**config.mk**
```make
export PLATFORM = sky130hd
export DESIGN_NAME = kbc_cmd_proc
export DESIGN_NICKNAME = d
export VERILOG_FILES = /design/src/rtl/kbc_pkg.sv /design/src/rtl/kbc_cmd_decode.sv /design/src/rtl/kbc_avail_view.sv /design/src/rtl/kbc_ctl_regs.sv /design/src/rtl/kbc_cmd_proc.sv
export SDC_FILE = /design/constraint.sdc
export NUM_CORES = 1
export LEC_CHECK = 0
export CORE_AREA = 2 2 87 89
export DETAILED_ROUTE_END_ITERATION = 8
export DIE_AREA = 0 0 89 91
export PLACE_DENSITY_LB_ADDON = 0.08
export SYNTH_ARGS = -nofsm -noshare
export SYNTH_HDL_FRONTEND = slang
export SYNTH_SLANG_ARGS = --single-unit
```
**constraint.sdc**
```tcl
create_clock -name clk -period 2.34 [get_ports clk]
set_clock_uncertainty 0.2 [all_clocks]
set_input_delay 0.468 -clock clk [delete_from_list [all_inputs] [get_ports clk]]
set_output_delay 0.468 -clock clk [all_outputs]
set_load 0.01 [all_outputs]
```
**src/rtl/kbc_pkg.sv**
```systemverilog
package kbc_pkg;

   localparam int BYTE_W = 8;

   // command codes
   localparam logic [BYTE_W-1:0] OP_RD_MODE  = 8'h20;
   localparam logic [BYTE_W-1:0] OP_WR_MODE  = 8'h60;
   localparam logic [BYTE_W-1:0] OP_AUX_OFF  = 8'hA7;
   localparam logic [BYTE_W-1:0] OP_AUX_ON   = 8'hA8;
   localparam logic [BYTE_W-1:0] OP_AUX_TST  = 8'hA9;
   localparam logic [BYTE_W-1:0] OP_SELF_TST = 8'hAA;
   localparam logic [BYTE_W-1:0] OP_KBD_TST  = 8'hAB;
   localparam logic [BYTE_W-1:0] OP_KBD_OFF  = 8'hAD;
   localparam logic [BYTE_W-1:0] OP_KBD_ON   = 8'hAE;
   localparam logic [BYTE_W-1:0] OP_RD_INP   = 8'hC0;
   localparam logic [BYTE_W-1:0] OP_RD_OUTP  = 8'hD0;
   localparam logic [BYTE_W-1:0] OP_WR_OUTP  = 8'hD1;
   localparam logic [BYTE_W-1:0] OP_WR_KBUF  = 8'hD2;
   localparam logic [BYTE_W-1:0] OP_WR_ABUF  = 8'hD3;
   localparam logic [BYTE_W-1:0] OP_WR_ADEV  = 8'hD4;
   localparam logic [BYTE_W-1:0] OP_GATE_LO  = 8'hDD;
   localparam logic [BYTE_W-1:0] OP_GATE_HI  = 8'hDF;
   localparam logic [BYTE_W-1:0] OP_CPU_RST  = 8'hFE;
   localparam logic [BYTE_W-1:0] OP_IDLE     = 8'hFF;
   localparam logic [3:0]        PULSE_NIB   = 4'hF;

   // bit positions decoded by neighbours
   localparam int MB_KBD_IRQ = 0;
   localparam int MB_AUX_IRQ = 1;
   localparam int MB_KBD_DIS = 4;
   localparam int MB_AUX_DIS = 5;
   localparam int SB_OBF     = 0;
   localparam int SB_SELF    = 2;
   localparam int SB_AOBF    = 5;
   localparam int OB_NRST    = 0;
   localparam int OB_GATE    = 1;
   localparam int OB_OBF     = 4;
   localparam int OB_AOBF    = 5;

   typedef enum logic [2:0] {
      PW_NONE, PW_MODE, PW_OUTP, PW_KBUF, PW_ABUF, PW_ADEV
   } pend_e;

   typedef enum logic [2:0] {
      RP_NONE, RP_MODE, RP_OUTP, RP_TEST, RP_SELF
   } reply_e;

   typedef struct packed {
      logic              known;
      logic              arm;
      pend_e             arm_sel;
      reply_e            reply;
      logic              set_self;
      logic [BYTE_W-1:0] mode_set;
      logic [BYTE_W-1:0] mode_clr;
      logic [BYTE_W-1:0] outp_set;
      logic [BYTE_W-1:0] outp_clr;
      logic              rst_req;
   } cmd_act_t;

endpackage

```
**src/rtl/kbc_cmd_decode.sv**
```systemverilog
module kbc_cmd_decode
   import kbc_pkg::*;
(
   input  logic [BYTE_W-1:0] code_i,
   output cmd_act_t          act_o
);

   localparam logic [BYTE_W-1:0] ONE = 1;

   logic [BYTE_W-1:0] code_f;

   always_comb begin
      code_f = code_i;
      if (code_i[BYTE_W-1 -: 4] == PULSE_NIB)
         code_f = code_i[0] ? OP_IDLE : OP_CPU_RST;
   end

   always_comb begin
      act_o         = '0;
      act_o.known   = 1'b1;
      act_o.arm_sel = PW_NONE;
      act_o.reply   = RP_NONE;
      case (code_f)
         OP_RD_MODE:  act_o.reply = RP_MODE;
         OP_WR_MODE:  begin act_o.arm = 1'b1; act_o.arm_sel = PW_MODE; end
         OP_WR_OUTP:  begin act_o.arm = 1'b1; act_o.arm_sel = PW_OUTP; end
         OP_WR_KBUF:  begin act_o.arm = 1'b1; act_o.arm_sel = PW_KBUF; end
         OP_WR_ABUF:  begin act_o.arm = 1'b1; act_o.arm_sel = PW_ABUF; end
         OP_WR_ADEV:  begin act_o.arm = 1'b1; act_o.arm_sel = PW_ADEV; end
         OP_AUX_OFF:  act_o.mode_set = ONE << MB_AUX_DIS;
         OP_AUX_ON:   act_o.mode_clr = ONE << MB_AUX_DIS;
         OP_KBD_OFF:  act_o.mode_set = ONE << MB_KBD_DIS;
         OP_KBD_ON:   act_o.mode_clr = ONE << MB_KBD_DIS;
         OP_AUX_TST,
         OP_KBD_TST,
         OP_RD_INP:   act_o.reply = RP_TEST;
         OP_SELF_TST: begin act_o.reply = RP_SELF; act_o.set_self = 1'b1; end
         OP_RD_OUTP:  act_o.reply = RP_OUTP;
         OP_GATE_HI:  act_o.outp_set = ONE << OB_GATE;
         OP_GATE_LO:  act_o.outp_clr = ONE << OB_GATE;
         OP_CPU_RST:  act_o.rst_req = 1'b1;
         OP_IDLE:     ;
         default:     act_o.known = 1'b0;
      endcase
   end

endmodule

```
**src/rtl/kbc_avail_view.sv**
```systemverilog
module kbc_avail_view
   import kbc_pkg::*;
(
   input  logic              kbd_avail,
   input  logic              aux_avail,
   input  logic [BYTE_W-1:0] mode_q,
   input  logic [BYTE_W-1:0] stat_q,
   input  logic [BYTE_W-1:0] outp_q,
   output logic [BYTE_W-1:0] status_v,
   output logic [BYTE_W-1:0] outp_v,
   output logic              irq_kbd,
   output logic              irq_aux
);

   localparam logic [BYTE_W-1:0] ONE    = 1;
   localparam logic [BYTE_W-1:0] S_MASK = (ONE << SB_OBF) | (ONE << SB_AOBF);
   localparam logic [BYTE_W-1:0] O_MASK = (ONE << OB_OBF) | (ONE << OB_AOBF);

   logic any_full, aux_only;

   assign any_full = kbd_avail | aux_avail;
   assign aux_only = aux_avail & ~kbd_avail;

   always_comb begin
      status_v          = stat_q & ~S_MASK;
      status_v[SB_OBF]  = any_full;
      status_v[SB_AOBF] = aux_only;
      outp_v            = outp_q & ~O_MASK;
      outp_v[OB_OBF]    = any_full;
      outp_v[OB_AOBF]   = aux_only;
   end

   assign irq_kbd = kbd_avail & mode_q[MB_KBD_IRQ] & ~mode_q[MB_KBD_DIS];
   assign irq_aux = aux_only & mode_q[MB_AUX_IRQ];

endmodule

```
**src/rtl/kbc_ctl_regs.sv**
```systemverilog
module kbc_ctl_regs
   import kbc_pkg::*;
#(
   parameter logic [BYTE_W-1:0] MODE_RST    = 8'h03,
   parameter logic [BYTE_W-1:0] STAT_RST    = 8'h18,
   parameter logic [BYTE_W-1:0] OUTP_RST    = 8'h03,
   parameter logic [BYTE_W-1:0] SELF_REPLY  = 8'h55,
   parameter logic [BYTE_W-1:0] TEST_REPLY  = 8'h00,
   parameter bit                DATA_FIRST  = 1'b1
) (
   input  logic              clk,
   input  logic              rst_n,
   input  logic              cmd_wr,
   input  cmd_act_t          act,
   input  logic              dat_wr,
   input  logic [BYTE_W-1:0] dat_byte,
   input  logic [BYTE_W-1:0] outp_view,
   output logic [BYTE_W-1:0] mode_q,
   output logic [BYTE_W-1:0] stat_q,
   output logic [BYTE_W-1:0] outp_q,
   output logic              rq_push,
   output logic [BYTE_W-1:0] rq_byte,
   output logic              rq_aux,
   output logic              dev_push,
   output logic [BYTE_W-1:0] dev_byte,
   output logic              dev_aux,
   output logic              sys_rst_req,
   output logic              bad_cmd
);

   localparam logic [BYTE_W-1:0] ONE = 1;

   pend_e             pend_q, pend_n;
   logic [BYTE_W-1:0] mode_base, outp_base, mode_n, outp_n, stat_n;
   logic              ld_mode, ld_outp, run;
   logic              d_push, d_aux, c_push;
   logic [BYTE_W-1:0] c_byte;
   logic              push_n, aux_n;
   logic [BYTE_W-1:0] byte_n;

   assign run     = cmd_wr & act.known;
   assign ld_mode = dat_wr & (pend_q == PW_MODE);
   assign ld_outp = dat_wr & (pend_q == PW_OUTP);

   // data phase first, then command bit changes on top
   always_comb begin
      mode_base = ld_mode ? dat_byte : mode_q;
      outp_base = ld_outp ? dat_byte : outp_q;
      mode_n    = mode_base;
      outp_n    = outp_base;
      stat_n    = stat_q;
      if (run) begin
         mode_n = (mode_base & ~act.mode_clr) | act.mode_set;
         outp_n = (outp_base & ~act.outp_clr) | act.outp_set;
         if (act.set_self) stat_n = stat_q | (ONE << SB_SELF);
      end
   end

   always_comb begin
      pend_n = pend_q;
      if (dat_wr)          pend_n = PW_NONE;
      if (run && act.arm)  pend_n = act.arm_sel;
   end

   // reply sources
   assign d_push = dat_wr & ((pend_q == PW_KBUF) | (pend_q == PW_ABUF));
   assign d_aux  = (pend_q == PW_ABUF);
   assign c_push = run & (act.reply != RP_NONE);

   always_comb begin
      case (act.reply)
         RP_MODE: c_byte = mode_q;
         RP_OUTP: c_byte = outp_view;
         RP_SELF: c_byte = SELF_REPLY;
         default: c_byte = TEST_REPLY;
      endcase
   end

   generate
      if (DATA_FIRST) begin : g_data_first
         always_comb begin
            if (d_push) begin
               push_n = 1'b1; byte_n = dat_byte; aux_n = d_aux;
            end else begin
               push_n = c_push; byte_n = c_byte; aux_n = 1'b0;
            end
         end
      end else begin : g_cmd_first
         always_comb begin
            if (c_push) begin
               push_n = 1'b1; byte_n = c_byte; aux_n = 1'b0;
            end else begin
               push_n = d_push; byte_n = dat_byte; aux_n = d_aux;
            end
         end
      end
   endgenerate

   always_ff @(posedge clk) begin
      if (!rst_n) begin
         mode_q      <= MODE_RST;
         stat_q      <= STAT_RST;
         outp_q      <= OUTP_RST;
         pend_q      <= PW_NONE;
         rq_push     <= 1'b0;
         rq_byte     <= '0;
         rq_aux      <= 1'b0;
         dev_push    <= 1'b0;
         dev_byte    <= '0;
         dev_aux     <= 1'b0;
         sys_rst_req <= 1'b0;
         bad_cmd     <= 1'b0;
      end else begin
         mode_q      <= mode_n;
         stat_q      <= stat_n;
         outp_q      <= outp_n;
         pend_q      <= pend_n;
         rq_push     <= push_n;
         rq_byte     <= byte_n;
         rq_aux      <= aux_n;
         dev_push    <= dat_wr & ((pend_q == PW_NONE) | (pend_q == PW_ADEV));
         dev_byte    <= dat_byte;
         dev_aux     <= (pend_q == PW_ADEV);
         sys_rst_req <= (run & act.rst_req) | (ld_outp & ~dat_byte[OB_NRST]);
         bad_cmd     <= cmd_wr & ~act.known;
      end
   end

endmodule

```
**src/rtl/kbc_cmd_proc.sv**
```systemverilog
module kbc_cmd_proc
   import kbc_pkg::*;
#(
   parameter logic [BYTE_W-1:0] MODE_RST   = 8'h03,
   parameter logic [BYTE_W-1:0] STAT_RST   = 8'h18,
   parameter logic [BYTE_W-1:0] OUTP_RST   = 8'h03,
   parameter logic [BYTE_W-1:0] SELF_REPLY = 8'h55,
   parameter logic [BYTE_W-1:0] TEST_REPLY = 8'h00,
   parameter bit                HAS_GATE   = 1'b1,
   parameter bit                DATA_FIRST = 1'b1
) (
   input  logic              clk,
   input  logic              rst_n,
   input  logic              cmd_wr,
   input  logic [BYTE_W-1:0] cmd_byte,
   input  logic              dat_wr,
   input  logic [BYTE_W-1:0] dat_byte,
   input  logic              kbd_avail,
   input  logic              aux_avail,
   output logic [BYTE_W-1:0] status_o,
   output logic [BYTE_W-1:0] mode_o,
   output logic [BYTE_W-1:0] outport_o,
   output logic              a20_o,
   output logic              sys_rst_req,
   output logic              bad_cmd,
   output logic              irq_kbd,
   output logic              irq_aux,
   output logic              rq_push,
   output logic [BYTE_W-1:0] rq_byte,
   output logic              rq_aux,
   output logic              dev_push,
   output logic [BYTE_W-1:0] dev_byte,
   output logic              dev_aux
);

   // elaboration-time parameter checks
   if (OUTP_RST[OB_NRST] == 1'b0) begin : g_bad_outp_rst
      $error("OUTP_RST must leave the reset-release bit set");
   end
   if (STAT_RST[SB_SELF] == 1'b1) begin : g_bad_stat_rst
      $error("STAT_RST must not report a finished self test");
   end

   cmd_act_t          act;
   logic [BYTE_W-1:0] mode_q, stat_q, outp_q, outp_view;

   kbc_cmd_decode u_dec (
      .code_i (cmd_byte),
      .act_o  (act)
   );

   kbc_avail_view u_view (
      .kbd_avail (kbd_avail),
      .aux_avail (aux_avail),
      .mode_q    (mode_q),
      .stat_q    (stat_q),
      .outp_q    (outp_q),
      .status_v  (status_o),
      .outp_v    (outp_view),
      .irq_kbd   (irq_kbd),
      .irq_aux   (irq_aux)
   );

   kbc_ctl_regs #(
      .MODE_RST   (MODE_RST),
      .STAT_RST   (STAT_RST),
      .OUTP_RST   (OUTP_RST),
      .SELF_REPLY (SELF_REPLY),
      .TEST_REPLY (TEST_REPLY),
      .DATA_FIRST (DATA_FIRST)
   ) u_regs (
      .clk         (clk),
      .rst_n       (rst_n),
      .cmd_wr      (cmd_wr),
      .act         (act),
      .dat_wr      (dat_wr),
      .dat_byte    (dat_byte),
      .outp_view   (outp_view),
      .mode_q      (mode_q),
      .stat_q      (stat_q),
      .outp_q      (outp_q),
      .rq_push     (rq_push),
      .rq_byte     (rq_byte),
      .rq_aux      (rq_aux),
      .dev_push    (dev_push),
      .dev_byte    (dev_byte),
      .dev_aux     (dev_aux),
      .sys_rst_req (sys_rst_req),
      .bad_cmd     (bad_cmd)
   );

   assign mode_o    = mode_q;
   assign outport_o = outp_view;

   generate
      if (HAS_GATE) begin : g_gate
         assign a20_o = outp_q[OB_GATE];
      end else begin : g_no_gate
         assign a20_o = 1'b0;
      end
   endgenerate

endmodule

```
# Yosys cells after proc, flatten, opt, wreduce, memory -nomap -nowiden
# Index checks and enable logic that the tools add are counted.
# W data, S select, Z words.
totals:
  elab_cells: 95
  output_inout_bits: 49
  input_bits: 22
  reg_bits: 42
op_classes:
  n_mux: 20
  eq_ne: 28
  n_reduce_logical: 8
  bitwise_logic: 27
op_table:
  columns: ["op", "count"]
  rows:
  - ["$eq A8 B8 Y1 const B", 17]
  - ["$mux W8", 6]
  - ["$pmux W6 S2", 2]
  - ["$pmux W8 S3", 1]
  - ["$pmux W4 S5", 1]
  - ["$reduce_or A19 Y1", 1]
  - ["$and A8 B8 Y8", 2]
  - ["$and A1 B1 Y1", 13]
  - ["$pmux W3 S4", 1]
  - ["$eq A3 B2 Y1 const B", 3]
  - ["$eq A3 B3 Y1 const B", 3]
  - ["$eq A8 B6 Y1 const B", 1]
  - ["$eq A8 B7 Y1 const B", 1]
  - ["$not A2 Y8", 1]
  - ["$not A6 Y8", 1]
  - ["$or A8 B2 Y8", 1]
  - ["$or A8 B6 Y8", 1]
  - ["$eq A3 B1 Y1 const B", 2]
  - ["$mux W3", 2]
  - ["$mux W1", 5]
  - ["$eq A4 B4 Y1 const B", 1]
  - ["$mux W2", 2]
  - ["$not A1 Y1", 4]
  - ["$or A1 B1 Y1", 4]
  - ["other kinds (6)", 7]

# Logic depth before layout (Yosys ltp)
depth:
  depth_word: 8
  mapped_depth: 6
  ltp_nobuf: 4

# Hierarchy
# From an unflattened synthesis, not the netlist that was laid out.
hier_totals:
  hier_cells: 333
  hier_area_um2: 2671.3
modules_own_cells:
  columns: ["mod", "seq_area_each_um2", "instances", "area_each_um2", "cells_per_inst"]
  rows:
  - ["kbc_ctl_regs", 840.8, 1, 1893.1, 221]
  - ["kbc_cmd_decode", 0.0, 1, 628.1, 92]
  - ["kbc_avail_view", 0.0, 1, 150.1, 20]

# Worst setup path after synthesis
# Ideal clock, no wire load.
synth_path:
  path_kind: "input to register"
  start: "in cmd_byte[6]"
  end: "reg u_regs.bad_cmd"
  slack_ns: 0.499
  cell_stages: 5
  t_arrival_ns: 1.509
  path_buffers: 1
  required_time_ns: 2.008
  setup_time_ns: 0.132
  cell_sequence: "buf_4 -> or4b_1 -> o32a_1 -> o211ai_1 -> nor4_1"
synth_via:
  elab_chain_cells: 7
  word_cells_on_any_way: 25
  cone_classes: "eq/ne: 20; mux: 2; bitwise: 2; reduce/logical: 1"
synth_rtl:
  columns: ["element", "line", "source"]
  rows:
  - ["from (decl)", "kbc_cmd_proc.sv:15", "input logic [BYTE_W-1:0] cmd_byte,"]
  - ["$eq A4 B4 Y1", "kbc_cmd_decode.sv:14", "if (code_i[BYTE_W-1 -: 4] == PULSE_NIB)"]
  - ["$mux W8 *", "kbc_cmd_decode.sv:14", null]
  - ["$eq A8 B8 Y1, or another cell as far along", "kbc_cmd_decode.sv:23", "case (code_f)"]
  - ["$reduce_or A19 Y1 (no line) *", null, null]
  - ["$mux W1 *", "kbc_cmd_decode.sv:23", null]
  - ["$not A1 Y1 *", "kbc_ctl_regs.sv:125", "bad_cmd <= cmd_wr & ~act.known;"]
  - ["$and A1 B1 Y1 *", "kbc_ctl_regs.sv:125", null]
  - ["to (signal assigned)", "kbc_ctl_regs.sv:125", null]
  - ["to (decl)", "kbc_ctl_regs.sv:28", "output logic bad_cmd"]
# Mark *: on every way between the ends. The rest lies on a longest branch, timed or not.
# A chain may end at the register's enable or synchronous reset.

# Worst setup path in the final report
layout_path:
  start: "in aux_avail"
  end: "out status_o[0]"
layout_via:
  elab_chain_cells: 1
layout_rtl:
  columns: ["element", "line", "source"]
  rows:
  - ["from (decl)", "kbc_cmd_proc.sv:19", "input logic aux_avail,"]
  - ["$or A1 B1 Y1", "kbc_avail_view.sv:21", "assign any_full = kbd_avail | aux_avail;"]
  - ["to (decl)", "kbc_cmd_proc.sv:20", "output logic [BYTE_W-1:0] status_o,"]
# No other way between the ends.

==> out/qor.yml <==
p_leak_nw: 1.13
yosysWarnings: 0
grt_pass1_vias: 1910
path_clk_slew_ps: 70
crit_type: "input port to output pin"
r2r_cells: 4
ys.flop_type: "dfxtp_1"
antenna_found_initial: 0
yosys.cell_types.count: 57
cpLargestDelayFamily: "buffers and inverters"
track_usage_pct: 14.6
h-tree-depth: 2
worstMarginPinSlew_ps: 566
die_w_um: 89
slew_viol_final: 0
std_cell_rows: 31
firstDrtPassIters: 4
num_antenna_cells: 0
synth_seq_cells: 40
outcome: "completed"
worstPathRequired_ps: 1670
totalWireLength_um: 5800
slew_headroom_pct: 61.9
syn_inst: 228
min_period_over_period_pct: 92.8
critPathCaptureType: "output pin"
setup_viol: 0
core_um2: 7140
min_period_ps: 2170
hp-class: "flip-flop to flip-flop"
fillers: 760
synth_edf_count: 0
dp_hpwl_um: 4300
synth_common_cells: "40 x dfxtp_1, 15 x nor2b_1, 14 x mux2i_1"
ys_seq_area_share_pct: 38.0
ant_nets: 0
viasPerCell: 4.78
async_flop_share_pct: 0
power_density_nw_per_um2: 474
dieArea_um2: 8100
hold_viol: 0
drt_iter0_markers: 78
via_count: 1966
syn_avg_cell_area_um2: 9.25
critPathBufInv: 2
fin_nets: 333
crit_path_start_kind: "input port"
cts_tree: "done"
seq_area_um2: 801
critPathMaxFanout: 3
cts.sinks: 40
netlist_area_um2: 2110
crit_arrival_ps: 1500
path_depth: 3
grt_max_degree: 38
io_pins: 71
wire_per_inst_um: 14.1
io_buffer_count: 65
cap_violations: 0
synth.area.top_cells: "dfxtp_1 38%, mux2i_1 6.6%, nor2b_1 4.4%"
cpPeakStageDelay_ps: 420
gp_congestion: 0.804
netlist.area_leader.share_pct: 38.0
multi_input_area_um2: 1150
synth_top_area_cell: "dfxtp_1"
root_buffer: "clkbuf_8"
grt_overflow: 0
grt_pass1_wl_um: 9490
die_height_um: 91
fin_util_pct: 43.4
fmax_ghz: 0.461
start_util_pct: 29.6
fin_cells: 411
critPathSlowestCell: "clkdlybuf4s50_1"
clockBufferDepth: 2
rsz0062_at_grt: "no"
syn2layout_area_growth_pct: 46.9
clkLatencyLatePin_ps: 280
crit_chain: "clkdlybuf4s50_1 > or2_2 > dlygate4sd2_1"
peakVddDrop_uv: 200
synth.most_common_cell: "dfxtp_1"
route.detailed.drc: 0
holdPathStages: 2
place_inst: 403
layout-drive-gt1-share_pct: 19.9
cts_buffers: 5
through the flow:
stage / worst slack [ps] / power, W / TNS, ps / cell area, µm² / hold slack [ps]
detailed placement: -195 / 0.000934 / -637 / 2990 / 295
global route: 125 / 0.00154 / 0 / 3100 / 362
global placement: -196 / 0.000935 / -622 / 2990 / 300
CTS: 169 / 0.00150 / 0 / 3100 / 317
floorplan: 499 / 0.000820 / 0 / 2120 / 276
finish: 169 / 0.00147 / 0 / 3100 / 305
cells by family after synthesis:
group	synth area share, %
other	0.356
and+or+nand+nor	27.2
buffers and inverters	8.60
AOI/OAI and AO/OA	18.8
muxes	6.64
DFF	38.0
xor gates and xnor gates	0.415
registers in the layout, summed over array words and instances, names as in the netlist:
name,cells
u_regs.mode_q,8
u_regs.rq_aux,1
u_regs.rq_push,1
u_regs.bad_cmd,1
u_regs.stat_q,1
u_regs.rq_byte,8
u_regs.pend_q,3
u_regs.dev_aux,1
u_regs.sys_rst_req,1
u_regs.dev_push,1
u_regs.dev_byte,8
u_regs.outp_q,6
worst reg2reg max path, cell delays in order (launching register included):
cell and delay (ps):
dfxtp_1 440, and3b_1 230, o21a_4 260, a41o_2 290
o221a_2 250
report_power, final:
part	switching, W	total (W)	internal (W)
logic	0.000105	0.000221	0.000117
clock network	0.000237	0.000553	0.000315
registers	0.00000300	0.000694	0.000691
metal layers:
layer / vias to the layer above / track usage, % / routed length (µm) / part of all wire, %
met2: 64 / 23.8 / 2690 / 46
met1: 918 / 19.6 / 2750 / 47
li1: 982 / - / - / -
met4: 0 / 3.86 / 40 / 0.69
met5: - / 0 / 0 / 0
met3: 2 / 3.00 / 323 / 5.6
placed cells by master, fill, tap and decap left out, types with 6 or more instances in the layout:
cell / count
dfxtp_1: 40
a22oi_1: 7
nor2_1: 12
buf_4: 35
nor2b_1: 14
nand2_1: 12
dlygate4sd2_1: 6
nand3_1: 7
mux2i_1: 14
clkdlybuf4s50_1: 59
a21oi_1: 8
and2_1: 10
timing repair:
action,in CTS,in global routing
gates resized for setup,8,0
endpoints found under the setup margin,5,0
hold buffers,0,0
setup buffers,0,0
cell type report:
| class | count | area share (%) |
|---|---|---|
| Clock buffer | 5 | 2.22 |
| Clock inverter | 3 | 1.37 |
| Inverter | 3 | 0.363 |
| Multi-Input combinational cell | 161 | 37.0 |
| Sequential cell | 40 | 25.8 |
| Tap cell | 99 | 4.00 |
| Timing Repair Buffer | 100 | 29.2 |
worst paths after layout:
path,from,to,slack [ps]
worst min register to register,u_regs.stat_q[2],u_regs.stat_q[2],300
worst min-delay path,u_regs.stat_q[2],u_regs.stat_q[2],300
worst max register to register,u_regs.pend_q[2],u_regs.rq_byte[0],570
worst max-delay path,aux_avail,status_o[0],170
Power figures use the tool's default switching activity.
